$ cat src/rtl/tmod_pkg.sv
`timescale 1ns/1ps
package tmod_pkg;
    localparam logic [11:0] A_ACC  = 12'h000;
    localparam logic [11:0] A_IEN  = 12'h008;
    localparam logic [11:0] A_IVEC = 12'h00C;
    localparam logic [11:0] A_ISTS = 12'h010;
    localparam logic [11:0] A_CAPS = 12'h014;
    localparam logic [11:0] A_STS  = 12'h018;
    localparam logic [11:0] A_DATA = 12'h024;
    localparam logic [11:0] A_IFID = 12'h030;
    localparam logic [11:0] A_DVID = 12'hF00;
    localparam logic [11:0] A_REV  = 12'hF04;

    localparam logic [31:0] IEN_MASK  = 32'h8000_0087;
    localparam logic [31:0] CAPS_WORD = 32'h3000_0000;

    typedef enum logic [2:0] {
        PH_IDLE, PH_READY, PH_RECV, PH_EXEC, PH_DONE
    } phase_e;

    // packed order matches compressed status vector [3]=b7 [2]=b2 [1]=b1 [0]=b0
    typedef struct packed {
        logic cmd_rdy;
        logic loc_chg;
        logic sts_vld;
        logic dat_avl;
    } irq_evt_t;

    typedef struct packed {
        logic        wr;
        logic        rd;
        logic        word;
        logic [11:0] addr;
        logic [31:0] wdata;
    } bus_req_t;

    function automatic logic [3:0] pack_isr(input logic [31:0] w);
        return {w[7], w[2], w[1], w[0]};
    endfunction

    function automatic logic [31:0] unpack_isr(input logic [3:0] s);
        return {24'h0, s[3], 4'b0000, s[2], s[1], s[0]};
    endfunction
endpackage

$ cat src/rtl/tmod_locality.sv
`timescale 1ns/1ps
module tmod_locality (
    input  logic       clk,
    input  logic       rst,
    input  logic       acc_wr,
    input  logic [7:0] acc_byte,
    output logic       loc_active,
    output logic       loc_evt
);
    logic grant, release_req;

    always_comb begin
        grant       = acc_wr && !loc_active && acc_byte[1];
        release_req = acc_wr &&  loc_active && acc_byte[5];
        loc_evt     = grant || release_req;
    end

    always_ff @(posedge clk) begin
        if (rst)              loc_active <= 1'b0;
        else if (grant)       loc_active <= 1'b1;
        else if (release_req) loc_active <= 1'b0;
    end
endmodule

$ cat src/rtl/tmod_cmd_path.sv
`timescale 1ns/1ps
module tmod_cmd_path
    import tmod_pkg::*;
#(
    parameter int BUF_BYTES = 16,
    localparam int CNT_W = $clog2(BUF_BYTES + 1),
    localparam int IDX_W = $clog2(BUF_BYTES)
) (
    input  logic             clk,
    input  logic             rst,
    input  logic             loc_active,
    input  logic             dat_wr,
    input  logic             dat_rd,
    input  logic [7:0]       dat_wbyte,
    input  logic             sts_wr,
    input  logic [7:0]       sts_byte,
    output logic [7:0]       rd_byte,
    output phase_e           phase,
    output logic [15:0]      burst,
    output logic             data_exp,
    output logic             data_avl,
    output logic             evt_ready,
    output logic             evt_valid,
    output logic             evt_avail,
    output logic             eng_start,
    output logic             eng_cancel,
    input  logic             eng_done,
    input  logic [CNT_W-1:0] eng_rsp_len,
    input  logic             eng_wr,
    input  logic [IDX_W-1:0] eng_wr_idx,
    input  logic [7:0]       eng_wr_data,
    input  logic [IDX_W-1:0] eng_rd_idx,
    output logic [7:0]       eng_rd_data
);
    localparam int HDR_MIN = 6;

    logic [7:0]       mem [BUF_BYTES];
    logic [CNT_W-1:0] cnt, rd_ptr, rsp_len, rsp_n;
    logic [31:0]      len_cur, len_eff, cnt_next32;
    logic             complete, wr_ok, rd_ok, rdy_req, go_ok, cancel, to_ready, done_in;

    always_comb begin
        len_cur    = {mem[2], mem[3], mem[4], mem[5]};
        len_eff    = (cnt == CNT_W'(5)) ? {mem[2], mem[3], mem[4], dat_wbyte} : len_cur;
        cnt_next32 = 32'(cnt) + 32'd1;
        complete   = (phase == PH_RECV) && (cnt >= CNT_W'(HDR_MIN)) && (32'(cnt) >= len_cur);
        wr_ok      = loc_active && dat_wr && (phase == PH_READY || phase == PH_RECV)
                     && (cnt < CNT_W'(BUF_BYTES));
        evt_valid  = wr_ok && (cnt_next32 >= 32'(HDR_MIN)) && (cnt_next32 >= len_eff);
        rdy_req    = loc_active && sts_wr && sts_byte[6];
        cancel     = rdy_req && (phase == PH_EXEC);
        to_ready   = rdy_req && (phase != PH_EXEC);
        evt_ready  = to_ready && (phase != PH_READY);
        go_ok      = loc_active && sts_wr && sts_byte[5] && !sts_byte[6] && complete;
        done_in    = (phase == PH_EXEC) && eng_done;
        rsp_n      = (eng_rsp_len > CNT_W'(BUF_BYTES)) ? CNT_W'(BUF_BYTES) : eng_rsp_len;
        evt_avail  = done_in && (rsp_n != '0);
        data_avl   = (phase == PH_DONE) && (rd_ptr < rsp_len);
        rd_ok      = loc_active && dat_rd && data_avl;
        data_exp   = (phase == PH_READY) || ((phase == PH_RECV) && !complete);
        rd_byte    = data_avl ? mem[rd_ptr[IDX_W-1:0]] : 8'hFF;
        eng_rd_data = mem[eng_rd_idx];
        unique case (phase)
            PH_READY, PH_RECV: burst = 16'(BUF_BYTES) - 16'(cnt);
            PH_DONE:           burst = 16'(rsp_len) - 16'(rd_ptr);
            default:           burst = 16'h0;
        endcase
    end

    always_ff @(posedge clk) begin
        if (rst) begin
            phase      <= PH_IDLE;
            cnt        <= '0;
            rd_ptr     <= '0;
            rsp_len    <= '0;
            eng_start  <= 1'b0;
            eng_cancel <= 1'b0;
        end else begin
            eng_start  <= go_ok;
            eng_cancel <= cancel;
            if (to_ready) begin
                phase <= PH_READY;
                cnt   <= '0;
            end else if (go_ok) begin
                phase <= PH_EXEC;
            end else if (wr_ok) begin
                phase <= PH_RECV;
                cnt   <= cnt + 1'b1;
            end else if (done_in) begin
                phase   <= PH_DONE;
                rsp_len <= rsp_n;
                rd_ptr  <= '0;
            end else if (rd_ok) begin
                rd_ptr <= rd_ptr + 1'b1;
            end
        end
    end

    always_ff @(posedge clk) begin
        if (wr_ok)
            mem[cnt[IDX_W-1:0]] <= dat_wbyte;
        else if (eng_wr && phase == PH_EXEC)
            mem[eng_wr_idx] <= eng_wr_data;
    end
endmodule

$ cat src/rtl/tmod_irq_unit.sv
`timescale 1ns/1ps
module tmod_irq_unit
    import tmod_pkg::*;
(
    input  logic        clk,
    input  logic        rst,
    input  logic        loc_active,
    input  logic        ien_wr,
    input  logic        ivec_wr,
    input  logic        ists_wr,
    input  logic        word,
    input  logic [31:0] wdata,
    input  irq_evt_t    evt,
    output logic [31:0] ien,
    output logic [7:0]  ivec,
    output logic [3:0]  ists,
    output logic        irq
);
    logic [3:0] clr, ien_c;

    always_comb begin
        clr   = (ists_wr && loc_active) ? pack_isr(wdata) : 4'b0;
        ien_c = pack_isr(ien);
        irq   = ien[31] && |(ists & ien_c);
    end

    always_ff @(posedge clk) begin
        if (rst) begin
            ien  <= '0;
            ivec <= '0;
            ists <= '0;
        end else begin
            ists <= (ists & ~clr) | evt;
            if (ien_wr && loc_active)
                ien <= (word ? wdata : {ien[31:8], wdata[7:0]}) & IEN_MASK;
            if (ivec_wr && loc_active)
                ivec <= wdata[7:0];
        end
    end
endmodule

$ cat src/rtl/tmod_fifo_regs.sv
`timescale 1ns/1ps
module tmod_fifo_regs
    import tmod_pkg::*;
#(
    parameter int          BUF_BYTES  = 16,
    parameter logic [31:0] IFACE_ID   = 32'h0000_0F00,
    parameter logic [31:0] DEV_VEN_ID = 32'h0001_5A3C,
    parameter logic [7:0]  REV_ID     = 8'h02,
    localparam int CNT_W = $clog2(BUF_BYTES + 1),
    localparam int IDX_W = $clog2(BUF_BYTES)
) (
    input  logic             clk,
    input  logic             rst,
    input  logic [11:0]      bus_addr,
    input  logic             bus_wr,
    input  logic             bus_rd,
    input  logic             bus_word,
    input  logic [31:0]      bus_wdata,
    output logic [31:0]      bus_rdata,
    output logic             irq_o,
    output logic [7:0]       irq_vec,
    output logic             eng_start,
    output logic             eng_cancel,
    input  logic             eng_done,
    input  logic [CNT_W-1:0] eng_rsp_len,
    input  logic             eng_wr,
    input  logic [IDX_W-1:0] eng_wr_idx,
    input  logic [7:0]       eng_wr_data,
    input  logic [IDX_W-1:0] eng_rd_idx,
    output logic [7:0]       eng_rd_data
);
    bus_req_t    req;
    irq_evt_t    evt;
    phase_e      phase;
    logic        loc_active, loc_evt;
    logic [31:0] ien;
    logic [3:0]  ists;
    logic [15:0] burst;
    logic [7:0]  rd_byte;
    logic        data_exp, data_avl, evt_ready, evt_valid, evt_avail;
    logic [31:0] sts_word;

    assign req = '{wr: bus_wr, rd: bus_rd, word: bus_word, addr: bus_addr, wdata: bus_wdata};

    tmod_locality u_loc (
        .clk(clk), .rst(rst),
        .acc_wr(req.wr && req.addr == A_ACC), .acc_byte(req.wdata[7:0]),
        .loc_active(loc_active), .loc_evt(loc_evt)
    );

    tmod_cmd_path #(.BUF_BYTES(BUF_BYTES)) u_cmd (
        .clk(clk), .rst(rst), .loc_active(loc_active),
        .dat_wr(req.wr && req.addr == A_DATA), .dat_rd(req.rd && req.addr == A_DATA),
        .dat_wbyte(req.wdata[7:0]),
        .sts_wr(req.wr && req.addr == A_STS), .sts_byte(req.wdata[7:0]),
        .rd_byte(rd_byte), .phase(phase), .burst(burst),
        .data_exp(data_exp), .data_avl(data_avl),
        .evt_ready(evt_ready), .evt_valid(evt_valid), .evt_avail(evt_avail),
        .eng_start(eng_start), .eng_cancel(eng_cancel), .eng_done(eng_done),
        .eng_rsp_len(eng_rsp_len), .eng_wr(eng_wr), .eng_wr_idx(eng_wr_idx),
        .eng_wr_data(eng_wr_data), .eng_rd_idx(eng_rd_idx), .eng_rd_data(eng_rd_data)
    );

    assign evt = '{cmd_rdy: evt_ready, loc_chg: loc_evt, sts_vld: evt_valid, dat_avl: evt_avail};

    tmod_irq_unit u_irq (
        .clk(clk), .rst(rst), .loc_active(loc_active),
        .ien_wr(req.wr && req.addr == A_IEN), .ivec_wr(req.wr && req.addr == A_IVEC),
        .ists_wr(req.wr && req.addr == A_ISTS), .word(req.word), .wdata(req.wdata),
        .evt(evt), .ien(ien), .ivec(irq_vec), .ists(ists), .irq(irq_o)
    );

    assign sts_word = {8'h00, burst, 1'b1, (phase == PH_READY), 1'b0, data_avl, data_exp, 3'b000};

    always_comb begin
        unique case (req.addr)
            A_ACC:   bus_rdata = {24'h0, 1'b1, 1'b0, loc_active, 5'b0};
            A_IEN:   bus_rdata = ien;
            A_IVEC:  bus_rdata = {24'h0, irq_vec};
            A_ISTS:  bus_rdata = unpack_isr(ists);
            A_CAPS:  bus_rdata = CAPS_WORD;
            A_STS:   bus_rdata = loc_active ? sts_word : 32'hFFFF_FFFF;
            A_DATA:  bus_rdata = loc_active ? {24'h0, rd_byte} : 32'hFFFF_FFFF;
            A_IFID:  bus_rdata = IFACE_ID;
            A_DVID:  bus_rdata = DEV_VEN_ID;
            A_REV:   bus_rdata = {24'h0, REV_ID};
            default: bus_rdata = 32'h0;
        endcase
    end
endmodule

$ cat config.mk
export PLATFORM = sky130hd
export DESIGN_NAME = tmod_fifo_regs
export DESIGN_NICKNAME = d
export VERILOG_FILES = /design/src/rtl/tmod_pkg.sv /design/src/rtl/tmod_locality.sv /design/src/rtl/tmod_cmd_path.sv /design/src/rtl/tmod_irq_unit.sv /design/src/rtl/tmod_fifo_regs.sv
export SDC_FILE = /design/constraint.sdc
export NUM_CORES = 1
export LEC_CHECK = 0
export ABC_AREA = 1
export BUFFER_PORTS_ARGS = -buffer_cell sky130_fd_sc_hd__buf_2
export CORE_MARGIN = 2
export CORE_UTILIZATION = 55
export DETAILED_ROUTE_END_ITERATION = 10
export PLACE_DENSITY = 0.78
export SYNTH_ARGS = -nofsm -noshare
export SYNTH_HDL_FRONTEND = slang
export SYNTH_SLANG_ARGS = --single-unit
$ cat constraint.sdc
create_clock -name clk -period 3.53 [get_ports clk]
set_input_delay 0.1765 -clock clk [delete_from_list [all_inputs] [get_ports clk]]
set_output_delay 0.1765 -clock clk [all_outputs]
set_load 0.01 [all_outputs]
==> summary.md <==
| Metric | Value |
|---|---|
| Slowest-stage cell, CP | nor2_1 |
| Worst-path fanout max | 9 |
| Post-route minimum period | 2.91 ns |
| Most used routing layer | met2 |
| Worst hold slack | 0.00586 ns |
| IO Pins | 123 |
| TritonCTS Buffers | 17 |
| Remaining antenna violation count | 0 |
| Synth Register Bits | 170 |
| DP Worst Slack | 0.663 ns |
| CP top delay family | simple AND/OR/NAND/NOR gates |
| Clock latency on the worst-skew pair | 0.43 ns |
| Total GRT Usage | 28.6% |
| Relative slew margins | 37.9% |
| Vias | 8981 |
| Crit-path cells | inv_1 > ha_1 > nand2_1 > nor2_1 > ha_1 > nor2_1 > nand3_2 > nor2_8 > inv_4 > nand2_8 > nand3_2 > nor2_1 |
| Share of cells above drive strength 1 | 15.8% |
| Skew final | 0.0105 ns |
| Yosys warnings | 0 |
| Final WL | 27600 microns |
| Max incr delay on CP | 0.52 ns |
| Die area | 19100 sq um |
| Synth top area share | 38.8% |
| Yosys cell types | 48 |
| Die Width | 138 microns |
| Fin. Hold Viols | 0 |
| Cell area after synthesis | 9910 sq um |
| First-pass DRT Iterations | 5 |
| Critical Path RT | 3.59 ns |
| Multi-input gate area | 4330 sq um |
| Post-detailed-route wirelength per cell | 18.1 microns |
| R2R Setup Slk | 0.62 ns |
| Met3 usage | 4.61% |
| Worst-case clock buffer depth | 2 |
| Syn nets | 1307 |
| Postcts setup bufs | 0 |
| Post-synth top area cell | edfxtp_1 |
| DP Wirelength | 19100 microns |
| Inst Count DP | 1491 |
| Final Max Tran Viols | 0 |
| Initial antenna violation count | 0 |
| Power, Total | 4.33 mW |
| Hold Crit Start | eng_rsp_len[1] |
| Reg2reg path depth | 12 |
| H-tree level count | 4 |
| TritonCTS clock tree | built |
| Hold_buf cts | 2 |
| Root Driver | clkbuf_16 |
| Setup TNS | 0 ns |
| Worst Setup End Kind | flip-flop |
| Number of enable flip-flop cells after synthesis | 128 |
| Total grt overflow | 0 |
| Final routed DRC violation total | 0 |
| Sequential area share after synthesis | 47.3% |
| Die Ht | 138 microns |
| Final cell count without fillers | 1525 |
| Post_cts resized | 0 |
| Worst-Margin Slew | 0.931 ns |
| CP dominant cell by count | nor2_1 |
| Class of the worst hold path | in -> reg |
| Buf/Inv on CP | 2 |
| GPL Wtd Cong | 0.971 |
| Arr. time, crit path | 2.98 ns |
| Met1 Track Usage GR | 40.0% |
| Ys flop type | edfxtp_1 |
| Diodes inserted | 0 |
| Fillers | 1522 |
| Global-route wire length before repair | 43200 microns |
| Maximum vdd drop | 0.381 mV |
| First DRT Iteration DRCs | 1152 |
| Row count | 49 |
| Register area | 4690 sq um |
| Clock Sinks | 170 |
| Worst-path clk slew | 0.06 ns |
| Worst r2r src | u_cmd.cnt[0] |
| RSZ-0062 raised after global routing | no |
| FF-to-FF End | u_cmd.mem[12][3] |
| Number of setup violations in the final report | 0 |
| Vias/cell | 5.89 |
| PortBufs | 99 |
| Worst Hold Depth | 3 |
| Total of max-cap violations | 0 |
| Async set or reset register ratio after synthesis | 0% |
| Met2 usage | 44.8% |
| Max Freq | 343 MHz |
| Final worst slack | 0.618 ns |
| Number of global-route vias before repair | 8133 |
| Largest net degree at the start of global routing | 98 |
| Synth top area cells | edfxtp_1 (39%), dfxtp_1 (8.5%), nand2_1 (8.1%), a21oi_1 (6.7%), o21ai_0 (5.9%) |
| Initial Utilization | 55.6% |
| CP Launch Type | flip-flop |
| Nets | 1378 |
| Power density over cell area | 388 nW/um^2 |
| Synthesized netlist cell count | 1212 |
| Avg Cell Area, Syn | 8.18 sq um |
| Fin crit share | 82.5% |
| Std-Cell Core Area | 17800 sq um |
| Hold Path End | u_cmd.rsp_len[1] |
| Layout area overhead | 12.7% |
| Status | completed |
| Critical setup path kind | reg -> reg |
| Pleak | 4.58 nW |
-- Yosys cell counts, drive strengths merged (2+ instances only) --
library cell  number
nand3            118
o21ai            124
nor3              13
mux2               3
o21a               2
or2                2
nor2             106
o221ai            11
inv              142
a21oi            133
nand2            228
clkbuf            34
nand4              3
xor2               6
o211ai            42
edfxtp           128
buf               40
nand3b             3
ha                22
dfxtp             42
-- worst min-delay path, cell delays in order --
cell     delay (ns)
buf_2          0.11
nand2_1        0.06
a21oi_1        0.05
-- sequential cells by signal, summed over array words and instances, names as in the netlist, 3 cells and up, named ones only --
register,flops
u_cmd.mem,128
u_irq.ivec,8
u_cmd.cnt,5
u_cmd.rd_ptr,5
u_cmd.rsp_len,5
u_irq.ien,5
u_irq.ists,4
u_cmd.phase,3
-- per-layer routing --
metal  vias to the layer above  part of all wire, %  wire length [microns]
li1                       4283                    -                      -
met1                      4125                   41                  11300
met2                       512                   46                  12700
met3                        61                  9.5                   2610
met4                         0                  3.4                    938
met5                         -                    0                      0
-- worst max-delay path by stage --
stage / to / cells after the start / slack (ns) / start
floorplan: u_cmd.mem[12][0] / 12 / 1.07 / u_cmd.cnt[0]
global placement: u_cmd.mem[12][5] / 12 / 0.72 / u_cmd.cnt[0]
detailed placement: u_cmd.mem[12][4] / 12 / 0.66 / u_cmd.cnt[0]
CTS: u_cmd.mem[12][3] / 12 / 0.64 / u_cmd.cnt[0]
global route: u_cmd.mem[12][3] / 12 / 0.31 / u_cmd.cnt[0]
finish: u_cmd.mem[12][3] / 12 / 0.62 / u_cmd.cnt[0]
-- cell usage in the layout, fill, tap and decap left out, drive strengths merged --
cell,synthesis,routed
o21ai,124,124
inv,142,142
o22ai,1,1
nand3b,3,3
mux2,3,3
xor2,6,6
nor2,106,106
buf,40,124
nand2,228,228
edfxtp,128,128
nand3,118,118
nor3b,1,1
clkbuf,34,23
o21a,2,2
dlygate4sd3,0,2
and3b,1,1
or2,2,2
and3,1,1
o2bb2ai,1,1
o211ai,42,42
a41oi,1,1
bufinv,0,4
clkinvlp,0,1
nand4,3,3
nor4,1,1
o221ai,11,11
fa,1,1
ha,22,22
nor3,13,13
a211oi,1,1
a21oi,133,133
dfxtp,42,42
o41ai,1,1
clkinv,0,4
-- layout make-up --
class                           count  area share, %
Clock buffer                       23           4.10
Clock inverter                      9           1.32
Inverter                          142           4.79
Multi-Input combinational cell    826           38.8
Sequential cell                   170           42.0
Tap cell                          229           2.57
Timing Repair Buffer              126           6.43
-- per-stage QoR --
| stage | utilization (%) | cell area [sq um] |
|---|---|---|
| final | 62.6 | 11200 |
| after global routing | 62.6 | 11200 |
| after CTS | 62.6 | 11200 |
| after detailed placement | 59.1 | 10500 |
| after global placement | 59.1 | 10500 |
| after floorplan | - | 9910 |
-- cells by family after synthesis --
group / synth area share [%]
mux: 0.341
flops: 47.3
compound gates: 17.9
fa+ha+maj: 2.98
buf+inv: 9.02
xor+xnor: 0.530
simple gates: 22.0
-- power by group --
part | switching, mW | total, mW | internal, mW
logic | 0.166 | 0.239 | 0.0734
clock network | 0.747 | 1.95 | 1.20
registers | 0.00000270 | 2.14 | 2.14
Power figures use the tool's default switching activity.
